### config.mk
export PLATFORM = sky130hd
export DESIGN_NAME = mdio_access_engine
export DESIGN_NICKNAME = d
export VERILOG_FILES = /design/src/rtl/mdio_eng_pkg.sv /design/src/rtl/mdio_clk_div.sv /design/src/rtl/mdio_frame_seq.sv /design/src/rtl/mdio_access_engine.sv
export SDC_FILE = /design/constraint.sdc
export NUM_CORES = 1
export LEC_CHECK = 0
export BUFFER_PORTS_ARGS = -buffer_cell sky130_fd_sc_hd__buf_2
export CAP_MARGIN = 10
export CORE_AREA = 2 2 82 84
export CTS_BUF_LIST = sky130_fd_sc_hd__clkbuf_2
export DETAILED_ROUTE_END_ITERATION = 16
export DIE_AREA = 0 0 84 86
export GPL_TIMING_DRIVEN = 0
export PLACE_DENSITY = 0.87
export SLEW_MARGIN = 20
export SYNTH_ARGS = -nofsm -noshare
export SYNTH_HDL_FRONTEND = slang
export SYNTH_SLANG_ARGS = --single-unit
### constraint.sdc
create_clock -name clk -period 6.08 [get_ports clk]
set_input_delay 0.608 -clock clk [delete_from_list [all_inputs] [get_ports clk]]
set_output_delay 0.608 -clock clk [all_outputs]
set_load 0.02 [all_outputs]
### src/rtl/mdio_eng_pkg.sv
package mdio_eng_pkg;

   localparam int ACC_W          = 32;
   localparam int HDR_W          = 32;
   localparam int DATA_W         = 16;
   localparam int ADDR_W         = 5;
   // start(2) + opcode(2) + phy(5) + reg(5): bits the master drives on a read
   localparam int HDR_DRIVE_BITS = 14;

   localparam logic [1:0] SOF_CODE = 2'b01;
   localparam logic [1:0] OP_WR    = 2'b01;
   localparam logic [1:0] OP_RD    = 2'b10;
   localparam logic [1:0] TA_WR    = 2'b10;

   typedef struct packed {
      logic              req;
      logic              wr;
      logic [3:0]        rsv;
      logic [ADDR_W-1:0] phy;
      logic [ADDR_W-1:0] regad;
      logic [DATA_W-1:0] data;
   } acc_word_t;

   function automatic logic [HDR_W-1:0] pack_frame(input logic              wr,
                                                   input logic [ADDR_W-1:0] phy,
                                                   input logic [ADDR_W-1:0] regad,
                                                   input logic [DATA_W-1:0] data);
      logic [1:0] op;
      logic [1:0] ta;
      logic [DATA_W-1:0] dv;
      op = wr ? OP_WR : OP_RD;
      ta = wr ? TA_WR : 2'b00;
      dv = wr ? data : '0;
      return {SOF_CODE, op, phy, regad, ta, dv};
   endfunction

endpackage

### src/rtl/mdio_clk_div.sv
module mdio_clk_div #(
   parameter int MDC_HALF = 2
) (
   input  logic clk,
   input  logic rst_n,
   input  logic run,
   output logic mdc,
   output logic rise_stb,
   output logic fall_stb
);

   localparam int CW = (MDC_HALF > 1) ? $clog2(MDC_HALF) : 1;

   logic tick;

   generate
      if (MDC_HALF == 1) begin : g_toggle
         assign tick = run;
      end else begin : g_count
         logic [CW-1:0] cnt;
         always_ff @(posedge clk or negedge rst_n) begin
            if (!rst_n) begin
               cnt <= '0;
            end else if (!run) begin
               cnt <= '0;
            end else if (cnt == CW'(MDC_HALF - 1)) begin
               cnt <= '0;
            end else begin
               cnt <= cnt + 1'b1;
            end
         end
         assign tick = run && (cnt == CW'(MDC_HALF - 1));
      end
   endgenerate

   always_ff @(posedge clk or negedge rst_n) begin
      if (!rst_n) begin
         mdc <= 1'b0;
      end else if (!run) begin
         mdc <= 1'b0;
      end else if (tick) begin
         mdc <= ~mdc;
      end
   end

   assign rise_stb = tick & ~mdc;
   assign fall_stb = tick & mdc;

endmodule

### src/rtl/mdio_frame_seq.sv
module mdio_frame_seq
   import mdio_eng_pkg::*;
#(
   parameter int PREAMBLE_BITS = 32
) (
   input  logic              clk,
   input  logic              rst_n,
   input  logic              start,
   input  logic              start_wr,
   input  logic [HDR_W-1:0]  start_hdr,
   input  logic              rise_stb,
   input  logic              fall_stb,
   input  logic              mdio_i,
   output logic              busy,
   output logic              mdio_o,
   output logic              mdio_oe,
   output logic [DATA_W-1:0] rx_word,
   output logic              done
);

   localparam int FRAME_BITS = PREAMBLE_BITS + HDR_W;
   localparam int IW         = $clog2(FRAME_BITS);
   localparam int DRIVE_END  = PREAMBLE_BITS + HDR_DRIVE_BITS;

   logic [IW-1:0]    idx;
   logic [IW-1:0]    nxt;
   logic [HDR_W-1:0] hdr_q;
   logic             wr_q;
   logic             drive_nxt;
   logic             bit_nxt;
   logic [4:0]       pos;
   logic             last_bit;

   always_comb begin
      nxt       = idx + 1'b1;
      drive_nxt = wr_q || (int'(nxt) < DRIVE_END);
      pos       = 5'(FRAME_BITS - 1 - int'(nxt));
      bit_nxt   = (int'(nxt) < PREAMBLE_BITS) ? 1'b1 : hdr_q[pos];
      last_bit  = (idx == IW'(FRAME_BITS - 1));
   end

   assign done = busy && fall_stb && last_bit;

   always_ff @(posedge clk or negedge rst_n) begin
      if (!rst_n) begin
         busy    <= 1'b0;
         idx     <= '0;
         hdr_q   <= '0;
         wr_q    <= 1'b0;
         mdio_o  <= 1'b0;
         mdio_oe <= 1'b0;
         rx_word <= '0;
      end else if (start && !busy) begin
         busy    <= 1'b1;
         idx     <= '0;
         hdr_q   <= start_hdr;
         wr_q    <= start_wr;
         mdio_oe <= 1'b1;
         mdio_o  <= 1'b1;
      end else if (busy) begin
         if (rise_stb) begin
            rx_word <= {rx_word[DATA_W-2:0], mdio_i};
         end
         if (fall_stb) begin
            if (last_bit) begin
               busy    <= 1'b0;
               idx     <= '0;
               mdio_oe <= 1'b0;
               mdio_o  <= 1'b0;
            end else begin
               idx     <= nxt;
               mdio_oe <= drive_nxt;
               mdio_o  <= drive_nxt & bit_nxt;
            end
         end
      end
   end

endmodule

### src/rtl/mdio_access_engine.sv
module mdio_access_engine
   import mdio_eng_pkg::*;
#(
   parameter int MDC_HALF      = 2,
   parameter int PREAMBLE_BITS = 32
) (
   input  logic              clk,
   input  logic              rst_n,
   input  logic              acc_wr,
   input  logic [ACC_W-1:0]  acc_wdata,
   output logic [ACC_W-1:0]  acc_rdata,
   output logic              mdc,
   output logic              mdio_o,
   output logic              mdio_oe,
   input  logic              mdio_i
);

   generate
      if (MDC_HALF < 1) begin : g_bad_div
         $error("MDC_HALF must be at least 1");
      end
      if (PREAMBLE_BITS < 1 || PREAMBLE_BITS > 32) begin : g_bad_pre
         $error("PREAMBLE_BITS must lie in 1..32");
      end
   endgenerate

   acc_word_t          wv;
   logic               busy;
   logic               accept;
   logic               start;
   logic               done;
   logic               rise_stb;
   logic               fall_stb;
   logic [DATA_W-1:0]  rx_word;
   logic [HDR_W-1:0]   hdr;

   logic               f_wr;
   logic [ADDR_W-1:0]  f_phy;
   logic [ADDR_W-1:0]  f_reg;
   logic [DATA_W-1:0]  f_data;
   logic               unused_rsv;

   assign wv         = acc_word_t'(acc_wdata);
   assign unused_rsv = ^wv.rsv;
   assign accept     = acc_wr && !busy;
   assign start      = accept && wv.req;
   assign hdr        = pack_frame(wv.wr, wv.phy, wv.regad, wv.data);

   always_ff @(posedge clk or negedge rst_n) begin
      if (!rst_n) begin
         f_wr   <= 1'b0;
         f_phy  <= '0;
         f_reg  <= '0;
         f_data <= '0;
      end else if (accept) begin
         f_wr   <= wv.wr;
         f_phy  <= wv.phy;
         f_reg  <= wv.regad;
         f_data <= wv.data;
      end else if (done && !f_wr) begin
         f_data <= rx_word;
      end
   end

   mdio_clk_div #(.MDC_HALF(MDC_HALF)) u_div (
      .clk      (clk),
      .rst_n    (rst_n),
      .run      (busy),
      .mdc      (mdc),
      .rise_stb (rise_stb),
      .fall_stb (fall_stb)
   );

   mdio_frame_seq #(.PREAMBLE_BITS(PREAMBLE_BITS)) u_seq (
      .clk       (clk),
      .rst_n     (rst_n),
      .start     (start),
      .start_wr  (wv.wr),
      .start_hdr (hdr),
      .rise_stb  (rise_stb),
      .fall_stb  (fall_stb),
      .mdio_i    (mdio_i),
      .busy      (busy),
      .mdio_o    (mdio_o),
      .mdio_oe   (mdio_oe),
      .rx_word   (rx_word),
      .done      (done)
   );

   assign acc_rdata = {busy, f_wr, 4'b0000, f_phy, f_reg, f_data};

endmodule

==> reports/summary.md, run 1 <==
The clock network burns 17.5% of the power. The tools report the initial antenna violation count as 0. The total count of hold-check failures in the final report is 0.

The cell with the biggest individual delay on the critical path was sky130_fd_sc_hd__mux4_1. The post-synthesis instance area came out at 0.00387 mm². After clock tree synthesis, the clock-pin slew on the worst setup and hold paths is 0.21 ns. Highest-utilization routing layer at the global route stage: met2. Once the floorplan was initialized, standard cells occupied 61.6% of the core. Fraction of synthesized cell area taken by the top area cell type: 53.7%. In the routed design, unresolved DRC markers number 0. The worst hold path terminates at u_seq.rx_word[0].

The number of maximum-capacitance violations is 0, and the remaining number of nets flagged by the antenna check after routing is 0. The cell type contributing the most total cell area after synthesis is sky130_fd_sc_hd__dfrtp_1. At the end of the flow, the number of nets in the layout was 454. At the worst endpoint, the arrival time is 2.68 ns. The largest registers in the layout are u_seq.hdr_q: 29 flops, f_data: 16 flops, u_seq.rx_word: 16 flops. Pin placement for this block handled 71 I/O pins. Counting the buffers created by CTS gives 9. Global routing consumed, on the met3 layer, 4.72% of the routing resources.

The power per cell area works out to 463 mW/mm². The run gives 1 as the number of buffers inserted by hold repair at cts. The depth of the worst register-to-register path was 6.

Among all flip-flop cells after synthesis, the most frequent one is sky130_fd_sc_hd__dfrtp_1. The worst-case IR drop observed on VDD is 0.000313 V. Placeable core region: 0.00628 mm². For the cell count after synthesis, the log shows 340. For the final routed database, the setup TNS stands at 0 ns.

The number of setup buffers added after CTS is 0. The register containing the most flip-flops in the final layout is u_seq.hdr_q. Along the worst path, the maximum fanout reaches 9.

The dominant delay contributor by cell family on the critical path is multiplexers. Cell row count: 29. The run finished with clean final reports.

For the global-route wire length before repair, the log shows 12,800 µm. The maximum buffer depth of the clock tree was 2. The run gives 0 as the final number of max-transition violations. Kind of start point of the critical path: a flip-flop. Number of vias in the routed layout: 2,767. Global routing finished with a remaining overflow of 0.

The post-layout worst setup margin was 3.80 ns; the post-detailed-routing wire length was 7690 µm. Cells with a size suffix above 1 make up 32.7% of the layout. After synthesis, the share of flip-flops with an asynchronous set or reset is 100%. The number of register bits inferred by synthesis was 83; the sequential cell fraction of total power was 43.7%. The worst setup path is of the flip-flop to flip-flop kind. The register with the most flip-flops in the layout has 29 of them.

The share of total power dissipated in combinational logic is 38.8%. Prior to clock tree synthesis, the placed netlist has a worst setup slack of 3.85 ns. Setup violations remaining at the end of the flow were counted as 0.

CTS built an H-tree with a depth of 3. Hold is met by 0.343 ns. The class of the worst hold path is input port to flip-flop.

After clock tree synthesis, the repair step resized 0 gates. Input and output buffers added on the ports amount to 61. Share of total power consumed by net switching: 35.9%. The number of vias per cell is 5.55, and the number of detailed-routing iterations run before antenna repair is 5.

The run gives 5660 µm as the half-perimeter wire length after placement. The later pin in the worst-skew pair is clocked with a latency of 0.48 ns. During synthesis, Yosys emitted a total of 0 warnings. The count of flip-flops with a built-in enable after synthesis was 0; the detailed-route wire length per cell was 15.4 µm. TritonCTS built the clock tree.

For the via count of the first global-routing pass, the log shows 2,702. In this run the register-to-register setup slack is 3.80 ns. Data on the critical path is required at its endpoint by 6.48 ns. After layout, the design draws a total of 2.07 mW. Setup repair after global routing left no endpoint under its margin. The setup skew after layout is 0.00708 ns, and the number of unique standard cell types used by synthesis is 44. After synthesis, the cell types taking the most area are sky130_fd_sc_hd__dfrtp_1, sky130_fd_sc_hd__mux2_2, sky130_fd_sc_hd__mux2i_1, sky130_fd_sc_hd__nand2_1, sky130_fd_sc_hd__o21ai_0. Number of buffer and inverter instances along the worst setup path: 0. The floorplan step defined a die boundary enclosing 0.00722 mm². The antenna diode instance count came out at 0.

Sequential cells were found to cover 53.7% of the synthesized design area. The run gives 1.33 mW as the design internal power. Clock tree synthesis selected as its root buffer the cell sky130_fd_sc_hd__clkbuf_2. The met2 layer usage reported by global route was 37.0%.

Summed over all nets, the switching power comes to 743 µW. Of the available clock period, the critical path in the final layout requires 37.5%. The maximum operating frequency was 438 MHz; the worst-margin pin slew was 0.547 ns.

The worst min-delay path startpoint was mdio_i. The growth of design area from synthesis to finish is 15.8%, and the static power due to leakage is 2.05 nW. The startpoint identified for the worst register-to-register timing path is u_seq.idx[1].

For this run, the slowest stage of the critical path takes 0.61 ns. CTS saw 83 sinks. In the global route stage, met1 resource usage came out at 30.6%.

The floorplan die width is 84 µm. Entering global routing, the biggest net connects 57 pins. Critical path capture point type: a flip-flop.

Measured along the y axis, the die boundary spans 86 µm. The normalized max-slew margin came out at 63.6%. The worst path needs 2.28 ns of the cycle, external delays included. Each instance of the synthesized netlist takes up on average 11.4 µm². Walking the worst path, the cells encountered are ha_1 -> xor2_4 -> mux4_1 -> nor2_1 -> a311oi_1 -> nor4_1.

In the global route stage, overall resource usage came out at 22.5%. The final weighted congestion in routability-driven placement was 0.840. In this run the critical register-to-register path is captured at u_seq.mdio_o. The worst hold path was traced through 2 stages.

The filler cells instantiated in the layout total 464. For the initial detailed-routing violation count, the log shows 123.
[placed cells by master, fill, tap and decap left out, drive strengths merged, types with 5 or more instances in the layout]
cell type	synthesis	final
dfrtp	83	83
clkbuf	14	26
o21ai	25	25
mux2	40	40
buf	15	77
inv	5	5
a21oi	20	20
nand2	43	43
nor2	24	24
mux2i	23	23
[worst max path at each step]
stage	to	cells after the start	from	slack, ns
floorplan	u_seq.mdio_o	6	u_seq.idx[1]	4.09
global placement	f_data[2]	1	rst_n	3.83
detailed placement	u_seq.mdio_o	6	u_seq.idx[1]	3.85
CTS	u_seq.mdio_o	6	u_seq.idx[1]	3.78
global route	u_seq.mdio_o	6	u_seq.idx[1]	3.64
finish	u_seq.mdio_o	6	u_seq.idx[1]	3.80
[synth_stat cells (4+ instances only)]
master	n
sky130_fd_sc_hd__mux2i_1	23
sky130_fd_sc_hd__a21oi_1	20
sky130_fd_sc_hd__nor2_1	24
sky130_fd_sc_hd__o21ai_0	25
sky130_fd_sc_hd__buf_4	7
sky130_fd_sc_hd__buf_2	7
sky130_fd_sc_hd__mux2_2	40
sky130_fd_sc_hd__nand2_1	43
sky130_fd_sc_hd__clkbuf_1	14
sky130_fd_sc_hd__inv_1	5
sky130_fd_sc_hd__nand3_1	4
sky130_fd_sc_hd__dfrtp_1	83
[logic make-up after synthesis]
group	after synthesis	share of synthesized area [%]
other	1	0.0970
and+or+nand+nor	91	10.5
xor gates and xnor gates	5	2.10
buffers and inverters	34	4.40
muxes	67	20.1
adders and majority gates	1	0.324
AOI/OAI and AO/OA	58	8.77
DFF	83	53.7
[metrics by stage]
step	util [%]	cells	instance area, µm²
after detailed placement	68.6	482	4310
after CTS	71.3	499	4480
after global placement	68.2	481	4280
after global routing	71.3	499	4480
after floorplan	-	343	3880
final	71.3	499	4480
[metal layers]
layer | wire, µm | up-vias
met2 | 3800 | 83
met3 | 410 | 9
li1 | - | 1329
met1 | 3380 | 1346
met4 | 95 | 0
met5 | 0 | -
[worst register-to-register path, cell delays in order, from the launching register on]
cell                       delay (ns)
sky130_fd_sc_hd__dfrtp_1         0.43
sky130_fd_sc_hd__ha_1            0.37
sky130_fd_sc_hd__xor2_4          0.34
sky130_fd_sc_hd__mux4_1          0.61
sky130_fd_sc_hd__nor2_1          0.10
sky130_fd_sc_hd__a311oi_1        0.06
sky130_fd_sc_hd__nor4_1          0.28
[power groups by stage]
stage | sequential (mW) | combinational (mW) | clock, mW
2_1_floorplan | 0.998 | 0.481 | 0
3_3_place_gp | 0.901 | 0.785 | 0
3_5_place_dp | 0.916 | 0.809 | 0
4_1_cts | 0.904 | 0.812 | 0.373
5_1_grt | 0.935 | 0.879 | 0.392
6_report | 0.905 | 0.803 | 0.363
[area by class of cell]
class / count / area [µm²] / area share, %
multi-input combinational: 226 / 1630 / 36.4
buffer: 29 / 151 / 3.38
clock buffer: 12 / 60.1 / 1.34
inverter: 5 / 18.8 / 0.419
timing repair buffer: 63 / 345 / 7.71
clock inverter: 4 / 98.8 / 2.21
tap: 77 / 96.3 / 2.15
sequential: 83 / 2080 / 46.4
Power figures use the tool's default switching activity.
==> inputs of run 2 (changes only) <==
--- a/config.mk
+++ b/config.mk
@@ -7,12 +7,12 @@
 export LEC_CHECK = 0
 export BUFFER_PORTS_ARGS = -buffer_cell sky130_fd_sc_hd__buf_2
 export CAP_MARGIN = 10
-export CORE_AREA = 2 2 82 84
+export CORE_AREA = 2 2 90 92
 export CTS_BUF_LIST = sky130_fd_sc_hd__clkbuf_2
 export DETAILED_ROUTE_END_ITERATION = 16
-export DIE_AREA = 0 0 84 86
+export DIE_AREA = 0 0 92 94
 export GPL_TIMING_DRIVEN = 0
-export PLACE_DENSITY = 0.87
+export PLACE_DENSITY = 0.76
 export SLEW_MARGIN = 20
 export SYNTH_ARGS = -nofsm -noshare
 export SYNTH_HDL_FRONTEND = slang
==> constraint.sdc (replaced) <==
create_clock -name clk -period 1.9 [get_ports clk]
set_input_delay 0.19 -clock clk [delete_from_list [all_inputs] [get_ports clk]]
set_output_delay 0.19 -clock clk [all_outputs]
set_load 0.02 [all_outputs]
==> run 2 against run 1 <==
Against the previous run: the flow now finishes with violations (setup timing); total power increased to 3.2 times the previous value; fmax grew 15%; core utilization shrank 7.1 points; global-route usage fell by 1.8 points; combinational power grew to 3.5 times the previous value; first-iteration DRC count is 24% higher; wire length rose by 9.7%; sequential cell count is the same; critical path type unchanged; highest routed layer unchanged.
==> reports/summary.md, run 2 (same netlist as run 1, synthesis figures left out) <==
After routing the design area is 0.00488 mm². The most frequent standard cell in the layout excluding fill and tap cells was sky130_fd_sc_hd__dfrtp_1. Counting flops per register, the top entry is u_seq.hdr_q. Clock-pin slew was measured on the worst setup and hold paths at 0.23 ns.

Fill cells in the final layout number 616. The placeable core region was 0.00761 mm². The setup TNS was -0.0823 ns. The run finished, with violations left. The maximum number of pins on one net before global-route repair was 62; the final-stage net count was 491. Derived from the worst setup path, the maximum achievable clock frequency is 504 MHz. The category of the critical setup timing path is flip-flop to flip-flop. In this run the count of I/O pins placed on the die edge is 71.

Global routing used 20.7% of the available tracks across all layers. For the via count of the first global-routing pass, the log shows 3,016. At the worst endpoint, the arrival time is 2.40 ns. The clock reaches the later pin of the worst-skew pair after 0.51 ns. Setup repair after global routing could not meet its margin everywhere.

Leaving out filler cells and counting taps, the final layout contains 561. The global-route wire length before repair was 14,000 µm. The flip-flop count of the largest register, all copies and words added is 29, and the minimum clock period is 1.98 ns. In this run the power density over the cells is 1360 mW/mm². The first detailed-routing pass took 4 iterations. The tools report the static power due to leakage as 2.20 nW. The maximum fanout along the worst path works out to 10.

The maximum level of the CTS H-tree came out at 3. The wire-length estimate of the detail-placed layout is 5690 µm. The worst hold path belongs to the class input port to flip-flop. The detailed-route wire length per cell works out to 15.0 µm. The run gives 2 as the maximum buffer depth of the clock tree. In the final layout, the multi-input gates occupy 0.00167 mm². TritonCTS built the clock tree.

The signal on the critical path passes through buf_4 -> buf_6 -> mux4_1 -> a2111oi_2 -> nor4_1. The total placed cells including tap cells is 507. The total DRC errors in the routed layout was 0. In the final layout, the registers with the most flip-flops are u_seq.hdr_q: 29 flops, f_data: 16 flops, u_seq.rx_word: 16 flops. Of the available clock period, the critical path in the final layout requires 104%.

The delay of the slowest critical-path stage is 0.59 ns. The post-route total power was 6.66 mW. The initial antenna violation count was 0. The tools report the clock root buffer master as sky130_fd_sc_hd__clkbuf_2.

0 antenna diodes ended up in the layout. The final reports fail on setup timing. The share of cells above drive strength 1 works out to 34.2%. The growth of design area from synthesis to finish was 26.3%. STA classifies the critical path endpoint as a flip-flop. The vertical die dimension came out at 94 µm.

Routability-driven placement finished with a final weighted congestion of 0.878. The initial detailed-routing violation count was 152. The post-layout worst setup margin was -0.0823 ns; the number of vias per cell was 5.19. The count of buffers added on input and output ports is 61.

VDD sags by at most 0.000711 V. The cell row count came out at 32. The kind of start point of the critical path is a flip-flop. The logs give 83 for the number of sinks driven by the clock tree and 0 for the remaining number of nets flagged by the antenna check after routing.

The run gives 0 as the final number of max-transition violations. The die covers 0.00865 mm². The number of vias in the routed layout came out at 2,911.

The cell with the biggest individual delay on the critical path is sky130_fd_sc_hd__mux4_1. The number of maximum-capacitance violations was 0. On the final layout, the worst clock skew is 0.0302 ns. The die is 92 µm wide. The required time at the endpoint of the critical path was 2.32 ns. The final layout contains routed wiring with a total length of 8440 µm.

The logs give 50.8% for the initial cell density of the core and 0 for the overflow left after global routing. In the layout the commonest cells are sky130_fd_sc_hd__dfrtp_1, sky130_fd_sc_hd__buf_2, sky130_fd_sc_hd__nand2_1, sky130_fd_sc_hd__mux2_2, sky130_fd_sc_hd__dlygate4sd3_1. The worst slack after detailed placement was -0.305 ns. The logs give 0.00435 mm² for the area of placed instances and 0.00208 mm² for the total area of sequential cells.

The count of endpoints failing setup in the final report was 1. The number of clock buffers added by TritonCTS is 9. The tools report the total count of hold-check failures in the final report as 0.
run 2: area by class of cell:
class | instances | share of cell area [%]
Sequential cell | 83 | 42.5
Buffer | 29 | 3.72
Tap cell | 102 | 2.61
Multi-Input combinational cell | 226 | 34.1
Clock inverter | 6 | 1.36
Inverter | 5 | 0.384
Clock buffer | 10 | 1.02
Timing Repair Buffer | 100 | 14.2
run 2: per-layer routing:
layer / track usage [%] / part of all wire [%] / up-vias
met5: 0 / 0 / -
met4: 8.33 / 1.2 / 0
met3: 4.17 / 4.5 / 10
met2: 33.8 / 48 / 76
met1: 27.3 / 46 / 1426
li1: - / - / 1399
run 2: per-stage QoR:
| step | util, % | hold slack [ns] |
|---|---|---|
| finish | 64.2 | 0.0693 |
| global route | 64.2 | 0.0693 |
| CTS | 63.1 | 0.0432 |
| detailed placement | 57.2 | 0.114 |
| global placement | 56.8 | 0.432 |
| floorplan | - | -0.106 |
run 2: worst paths after layout:
path                                 start              end  slack, ns  cells past startpoint
min in group asynchronous            rst_n     u_seq.mdio_o       0.09                      2
hold / removal               acc_wdata[30]   u_seq.hdr_q[1]       0.07                      3
max in group asynchronous            rst_n       u_seq.busy       1.22                      3
hold reg to reg            u_seq.hdr_q[30]  u_seq.hdr_q[30]       0.49                      1
setup reg to reg              u_seq.idx[0]     u_seq.mdio_o      -0.08                      5
setup / recovery              u_seq.idx[0]     u_seq.mdio_o      -0.08                      5
run 2: power by group:
part           switching, mW  total (mW)  internal, mW  leakage [nW]
logic                   1.47        2.83          1.37          1.13
clock network          0.612       0.920         0.309        0.0658
registers              0.444        2.91          2.47          1.00
run 2: what timing repair did:
| item | in CTS | in global routing |
|---|---|---|
| cloned | 0 | 1 |
| endpoints found under the hold margin | 135 | 0 |
| pin swaps | 3 | 5 |
| resized for setup | 8 | 21 |
| hold buffers | 28 | 0 |
| buffers inserted | 4 | 5 |
| endpoints found under the setup margin | 18 | 42 |
run 2: worst max-delay path, delay by kind of cell, from the launching register on:
family	cells	cell delay, ns
multiplexers	1	0.59
flip-flops	1	0.45
buffers and inverters	2	0.38
AO/OA/AOI/OAI	1	0.37
AND/OR/NAND/NOR	1	0.10
